`src/rtl/can_errcap_pkg.sv`:
```
package can_errcap_pkg;
  localparam int DW       = 8;
  localparam int NSTATE   = 7;
  localparam int NCODE    = 7;
  localparam int ADR_FLAG = 0;
  localparam int ADR_FEN  = 1;
  localparam int ADR_CODE = 2;
  localparam int ADR_STAT = 3;
  localparam int ADR_IEN  = 4;
  localparam int ADR_TEC  = 5;
  localparam int ADR_REC  = 6;
  localparam int SUM_BIT  = 5;
  localparam int MODE_BIT = 7;
endpackage

```
`src/rtl/can_errcap_w0c.sv`:
```
module can_errcap_w0c #(
  parameter int W = 8
) (
  input  logic         clk,
  input  logic         rst,
  input  logic         wr_hit,
  input  logic [W-1:0] wdata,
  input  logic [W-1:0] set,
  output logic [W-1:0] q
);
  // Each bit: set wins over a write-zero clear; written ones are ignored.
  for (genvar i = 0; i < W; i++) begin : g_bit
    logic bit_q;
    always_ff @(posedge clk) begin
      if (rst)
        bit_q <= 1'b0;
      else if (set[i])
        bit_q <= 1'b1;
      else if (wr_hit && !wdata[i])
        bit_q <= 1'b0;
    end
    assign q[i] = bit_q;
  end
endmodule

```
`src/rtl/can_errcap_code.sv`:
```
module can_errcap_code #(
  parameter int NC = 7
) (
  input  logic          clk,
  input  logic          rst,
  input  logic          wr_hit,
  input  logic [NC:0]   wdata,
  input  logic [NC-1:0] ev,
  output logic [NC-1:0] code_q,
  output logic          mode_q
);
  logic [NC-1:0] clr_mask;
  logic [NC-1:0] kept;
  logic [NC-1:0] code_n;
  logic          any_ev;

  assign any_ev   = |ev;
  assign clr_mask = wr_hit ? wdata[NC-1:0] : {NC{1'b1}};
  assign kept     = code_q & clr_mask;

  always_comb begin
    if (any_ev)
      code_n = mode_q ? (kept | ev) : ev;
    else
      code_n = kept;
  end

  always_ff @(posedge clk) begin
    if (rst) begin
      code_q <= '0;
      mode_q <= 1'b0;
    end else begin
      code_q <= code_n;
      if (wr_hit)
        mode_q <= wdata[NC];
    end
  end
endmodule

```
`src/rtl/can_errcap_rdmux.sv`:
```
module can_errcap_rdmux #(
  parameter int AW = 3,
  parameter int DW = 8,
  parameter int CW = 8
) (
  input  logic          clk,
  input  logic          rst,
  input  logic [AW-1:0] addr,
  input  logic [DW-1:0] flag_rd,
  input  logic [DW-1:0] fen_rd,
  input  logic [DW-1:0] code_rd,
  input  logic [DW-1:0] stat_rd,
  input  logic [DW-1:0] ien_rd,
  input  logic [CW-1:0] tec_rd,
  input  logic [CW-1:0] rec_rd,
  output logic [DW-1:0] rdata
);
  import can_errcap_pkg::*;

  logic [DW-1:0] sel;

  always_comb begin
    if      (addr == AW'(ADR_FLAG)) sel = flag_rd;
    else if (addr == AW'(ADR_FEN))  sel = fen_rd;
    else if (addr == AW'(ADR_CODE)) sel = code_rd;
    else if (addr == AW'(ADR_STAT)) sel = stat_rd;
    else if (addr == AW'(ADR_IEN))  sel = ien_rd;
    else if (addr == AW'(ADR_TEC))  sel = DW'(tec_rd);
    else if (addr == AW'(ADR_REC))  sel = DW'(rec_rd);
    else                            sel = '0;
  end

  always_ff @(posedge clk) begin
    if (rst) rdata <= '0;
    else     rdata <= sel;
  end
endmodule

```
`src/rtl/can_errcap.sv`:
```
module can_errcap
  import can_errcap_pkg::*;
#(
  parameter int AW = 3,
  parameter int CW = 8
) (
  input  logic              clk,
  input  logic              rst,
  input  logic              bus_we,
  input  logic [AW-1:0]     bus_addr,
  input  logic [DW-1:0]     bus_wdata,
  output logic [DW-1:0]     bus_rdata,
  input  logic [NSTATE-1:0] ev_state,
  input  logic [NCODE-1:0]  ev_code,
  input  logic [CW-1:0]     tec_in,
  input  logic [CW-1:0]     rec_in,
  output logic              irq_err
);
  logic [DW-1:0]    flag_q;
  logic [DW-1:0]    fen_q;
  logic [NCODE-1:0] code_q;
  logic             mode_q;
  logic             ien_q;
  logic [CW-1:0]    tec_q;
  logic [CW-1:0]    rec_q;
  logic             sum_err;
  logic [DW-1:0]    flag_set;
  logic             hit_flag, hit_fen, hit_code, hit_ien;

  assign hit_flag = bus_we && (bus_addr == AW'(ADR_FLAG));
  assign hit_fen  = bus_we && (bus_addr == AW'(ADR_FEN));
  assign hit_code = bus_we && (bus_addr == AW'(ADR_CODE));
  assign hit_ien  = bus_we && (bus_addr == AW'(ADR_IEN));

  // Category events land above bit 0; bit 0 follows any cause event.
  assign flag_set = {ev_state, |ev_code};

  can_errcap_w0c #(.W(DW)) u_flags (
    .clk    (clk),
    .rst    (rst),
    .wr_hit (hit_flag),
    .wdata  (bus_wdata),
    .set    (flag_set),
    .q      (flag_q)
  );

  can_errcap_code #(.NC(NCODE)) u_code (
    .clk    (clk),
    .rst    (rst),
    .wr_hit (hit_code),
    .wdata  (bus_wdata[NCODE:0]),
    .ev     (ev_code),
    .code_q (code_q),
    .mode_q (mode_q)
  );

  always_ff @(posedge clk) begin
    if (rst) begin
      fen_q   <= '0;
      ien_q   <= 1'b0;
      tec_q   <= '0;
      rec_q   <= '0;
      irq_err <= 1'b0;
    end else begin
      if (hit_fen) fen_q <= bus_wdata;
      if (hit_ien) ien_q <= bus_wdata[SUM_BIT];
      tec_q   <= tec_in;
      rec_q   <= rec_in;
      irq_err <= sum_err && ien_q;
    end
  end

  assign sum_err = |(flag_q & fen_q);

  can_errcap_rdmux #(.AW(AW), .DW(DW), .CW(CW)) u_rd (
    .clk     (clk),
    .rst     (rst),
    .addr    (bus_addr),
    .flag_rd (flag_q),
    .fen_rd  (fen_q),
    .code_rd ({mode_q, code_q}),
    .stat_rd (DW'(sum_err) << SUM_BIT),
    .ien_rd  (DW'(ien_q) << SUM_BIT),
    .tec_rd  (tec_q),
    .rec_rd  (rec_q),
    .rdata   (bus_rdata)
  );
endmodule

```
`config.mk`:
```
export PLATFORM = sky130hd
export DESIGN_NAME = can_errcap
export DESIGN_NICKNAME = d
export VERILOG_FILES = /design/src/rtl/can_errcap_pkg.sv /design/src/rtl/can_errcap_w0c.sv /design/src/rtl/can_errcap_code.sv /design/src/rtl/can_errcap_rdmux.sv /design/src/rtl/can_errcap.sv
export SDC_FILE = /design/constraint.sdc
export NUM_CORES = 1
export LEC_CHECK = 0
export ABC_CLOCK_PERIOD_IN_PS = 1200
export BUFFER_PORTS_ARGS = -buffer_cell sky130_fd_sc_hd__clkbuf_2
export CAP_MARGIN = 10
export CORE_MARGIN = 4
export CORE_UTILIZATION = 38
export CTS_CLUSTER_SIZE = 8
export DETAILED_ROUTE_END_ITERATION = 16
export PLACE_DENSITY_LB_ADDON = 0.05
export SLEW_MARGIN = 15
export SYNTH_ARGS = -nofsm -noshare
export SYNTH_HDL_FRONTEND = slang
export SYNTH_SLANG_ARGS = --single-unit
```
`constraint.sdc`:
```
create_clock -name clk -period 1.2 [get_ports clk]
set_input_delay 0.06 -clock clk [delete_from_list [all_inputs] [get_ports clk]]
set_output_delay 0.06 -clock clk [all_outputs]
set_load 0.01 [all_outputs]
```
==> summary.txt <==
Yosys
  • Number of enable flip-flop cells after synthesis: 0
  • Async SR Flop Fraction: 0%
  • Synth area leader: dfxtp_1
  • Ys Warns: 0
  • Synthesis-stage register bit count: 50
  • Post-synth design cell area: 2070 um2
  • Post-synthesis sequential area ratio: 48.5%
  • Distinct cells, synth: 36
  • Syn nets: 243
  • Dominant register cell in the synthesized netlist: dfxtp_1
  • Area fraction of the dominant cell type after synthesis: 48.5%
  • Synth area leaders: dfxtp_1 (48%), nor2b_1 (5.1%), a2111oi_2 (5.1%)
  • Syn avg cell area: 10.4 um2
  • Post-Synthesis Cells: 199

Route
  • DR DRC count: 0
  • DR vias: 1745
  • Total iterations of the first detailed-routing run: 4
  • Final WL: 5080 um
  • Vias per inst: 4.90
  • Initial DRC count: 72
  • Routed length per instance: 14.3 um
  • ANT nets after route: 0

Setup path
  • RR Startpoint: u_code.mode_q
  • Reg2reg setup slack: 40 ps
  • RR Endpoint: u_code.code_q[4]
  • CP startpoint kind: flop
  • CP Max Fanout: 7
  • Crit end category: flop
  • R2R depth: 2
  • CP Class: flop to flop
  • Crit path required time: 1360 ps
  • Worst Path Arrival: 1320 ps

Place
  • Port bufs: 52
  • DP Area: 2460 um2
  • Post-DP HPWL: 3680 um
  • Dpl ws: -8.35 ps
  • Placed cells: 321
  • Placer Congestion: 0.825

Cells and area
  • Diode count: 0
  • Nets: 330
  • Final Util: 54.5%
  • Finished Cell Area: 2820 um2
  • Most common cell after layout, fill and taps aside: clkbuf_2
  • Area growth, synth to finish: 36.6%
  • Fraction of layout cells with a size suffix above 1: 34.3%
  • Commonest cells after routing, fill and taps aside: clkbuf_2 (52), dfxtp_1 (50), dlygate4sd3_1 (28)
  • Non-filler cells, final: 356

Power and ir drop
  • Internal power: 2.40 mW
  • Combinational share of power: 15.0%
  • Switching Fraction: 24.3%
  • PD cells: 1120 nW/um2
  • Total power: 3.17 mW
  • Clock Power Share: 28.4%
  • Switch Pwr: 768 uW
  • Reg power frac: 56.6%
  • P_leak: 1.18 nW
  • Peak supply drop: 0.759 mV

Hold path
  • Hold Path Cell Cnt: 2
  • HP Start: ev_code[3]
  • Hold Path End: u_code.code_q[3]
  • Hold crit path type: input pin to flop

Timing
  • Final period utilization: 96.8%
  • Fin Clk Skew: 3.98 ps
  • Worst hold margin: 12.2 ps
  • Tightest Pin Transition: 613 ps
  • Final setup vio count: 0
  • RSZ-0062 raised after global routing: false
  • Max-slew violation count: 0
  • Final worst slack: 38.1 ps
  • Slew headroom: 59.1%
  • Fmax: 861 MHz
  • Total negative setup slack: 0 ps
  • Final min period: 1160 ps
  • Fin. Hold Viols: 0

Floorplan
  • CORE AREA: 5170 um2
  • # IOs: 53
  • Die Ht: 81.7 um
  • Die X: 81.7 um
  • Die ar.: 6680 um2
  • Starting Density: 39.9%
  • Row count: 26

Global route
  • First-pass GRT wire length: 8070 um
  • Largest net degree at the start of global routing: 43
  • GRT Total Usage: 16.0%
  • Gr ovfl total: 0
  • Vias in the first global route: 1681
  • Initial antenna violation count: 0

CTS
  • Clock root buffer: clkbuf_8
  • Number of CTS-inserted buffers: 5
  • Clk sinks: 50
  • Resized cells post-CTS: 0
  • CTS tree: built
  • Clk_lat worst skew: 290 ps
  • Bufs on Longest Clock Path: 2
  • CTS clk-pin slew, worst paths: 80 ps
  • CTS Hold Buffers Added: 28
  • Post-CTS setup buffers: 0
  • # H-tree levels: 2

Status
  • Status: finished, final reports clean

Run
  • Max_cap viols: 0
## synthesized netlist by cell type, types with 2 or more instances
master,instances
dfxtp_1,50
nor4_1,2
a2111oi_2,7
o21ai_1,8
o21ai_0,8
clkbuf_1,5
inv_2,3
nor2b_1,17
a21oi_1,7
o22ai_1,7
buf_4,2
and2b_4,5
a221oi_2,7
a22oi_1,5
buf_2,2
nor2_1,18
inv_1,9
o2bb2ai_1,7
mux2i_1,10
and2b_2,3
a221oi_1,2
## flip-flops by register name (all words and copies together), names as in the netlist
name	count
u_flags.g_bit.bit_q	8
rec_q	8
ien_q	1
tec_q	8
fen_q	8
u_rd.rdata	8
u_code.mode_q	1
u_code.code_q	7
irq_err	1
## metal layers
layer | GRT usage [%] | share of wire (%)
met1 | 20.4 | 46
met2 | 26.9 | 49
met3 | 3.51 | 3.9
met4 | 4.98 | 0.98
met5 | 0 | 0
## logic make-up (layout without fill, tap and decap cells)
family / after synthesis / after routing / synth area share (%)
buffers and inverters: 24 / 111 / 5.39
AOI/OAI and AO/OA: 61 / 61 / 24.7
and+or+nand+nor: 53 / 53 / 16.1
muxes: 11 / 11 / 5.39
DFF: 50 / 50 / 48.5
## critical path: stages, from the launching register on
cell       delay (ps)
dfxtp_1           340
a22oi_1           530
o2bb2ai_1         160
## layout make-up
type	instances	area (um2)
Tap cell	70	87.6
Inverter	12	45.0
Sequential cell	50	1000
Clock inverter	2	10.0
Timing Repair Buffer	92	656
Fill cell	474	2350
Clock buffer	5	68.8
Multi-Input combinational cell	125	953
## worst max path at each step
stage | end | slack [ps] | start | cells past startpoint
final | u_code.code_q[4] | 40 | u_code.mode_q | 2
after global routing | u_code.code_q[4] | 3 | u_code.mode_q | 2
after CTS | u_code.code_q[4] | 50 | u_code.mode_q | 2
after detailed placement | u_flags.g_bit[0].bit_q | -8 | bus_addr[1] | 5
after global placement | u_flags.g_bit[0].bit_q | 1 | bus_addr[1] | 5
after floorplan | u_flags.g_bit[0].bit_q | 160 | bus_addr[2] | 4
## power groups by stage
stage / Sequential (mW) / Combinational [mW] / Clock [mW]
global placement: 1.84 / 0.406 / 0
CTS: 1.79 / 0.481 / 0.938
floorplan: 1.82 / 0.229 / 0
detailed placement: 1.83 / 0.409 / 0
finish: 1.79 / 0.475 / 0.900
global route: 1.80 / 0.527 / 0.992
Note: power is estimated with default switching activity, not from simulation.
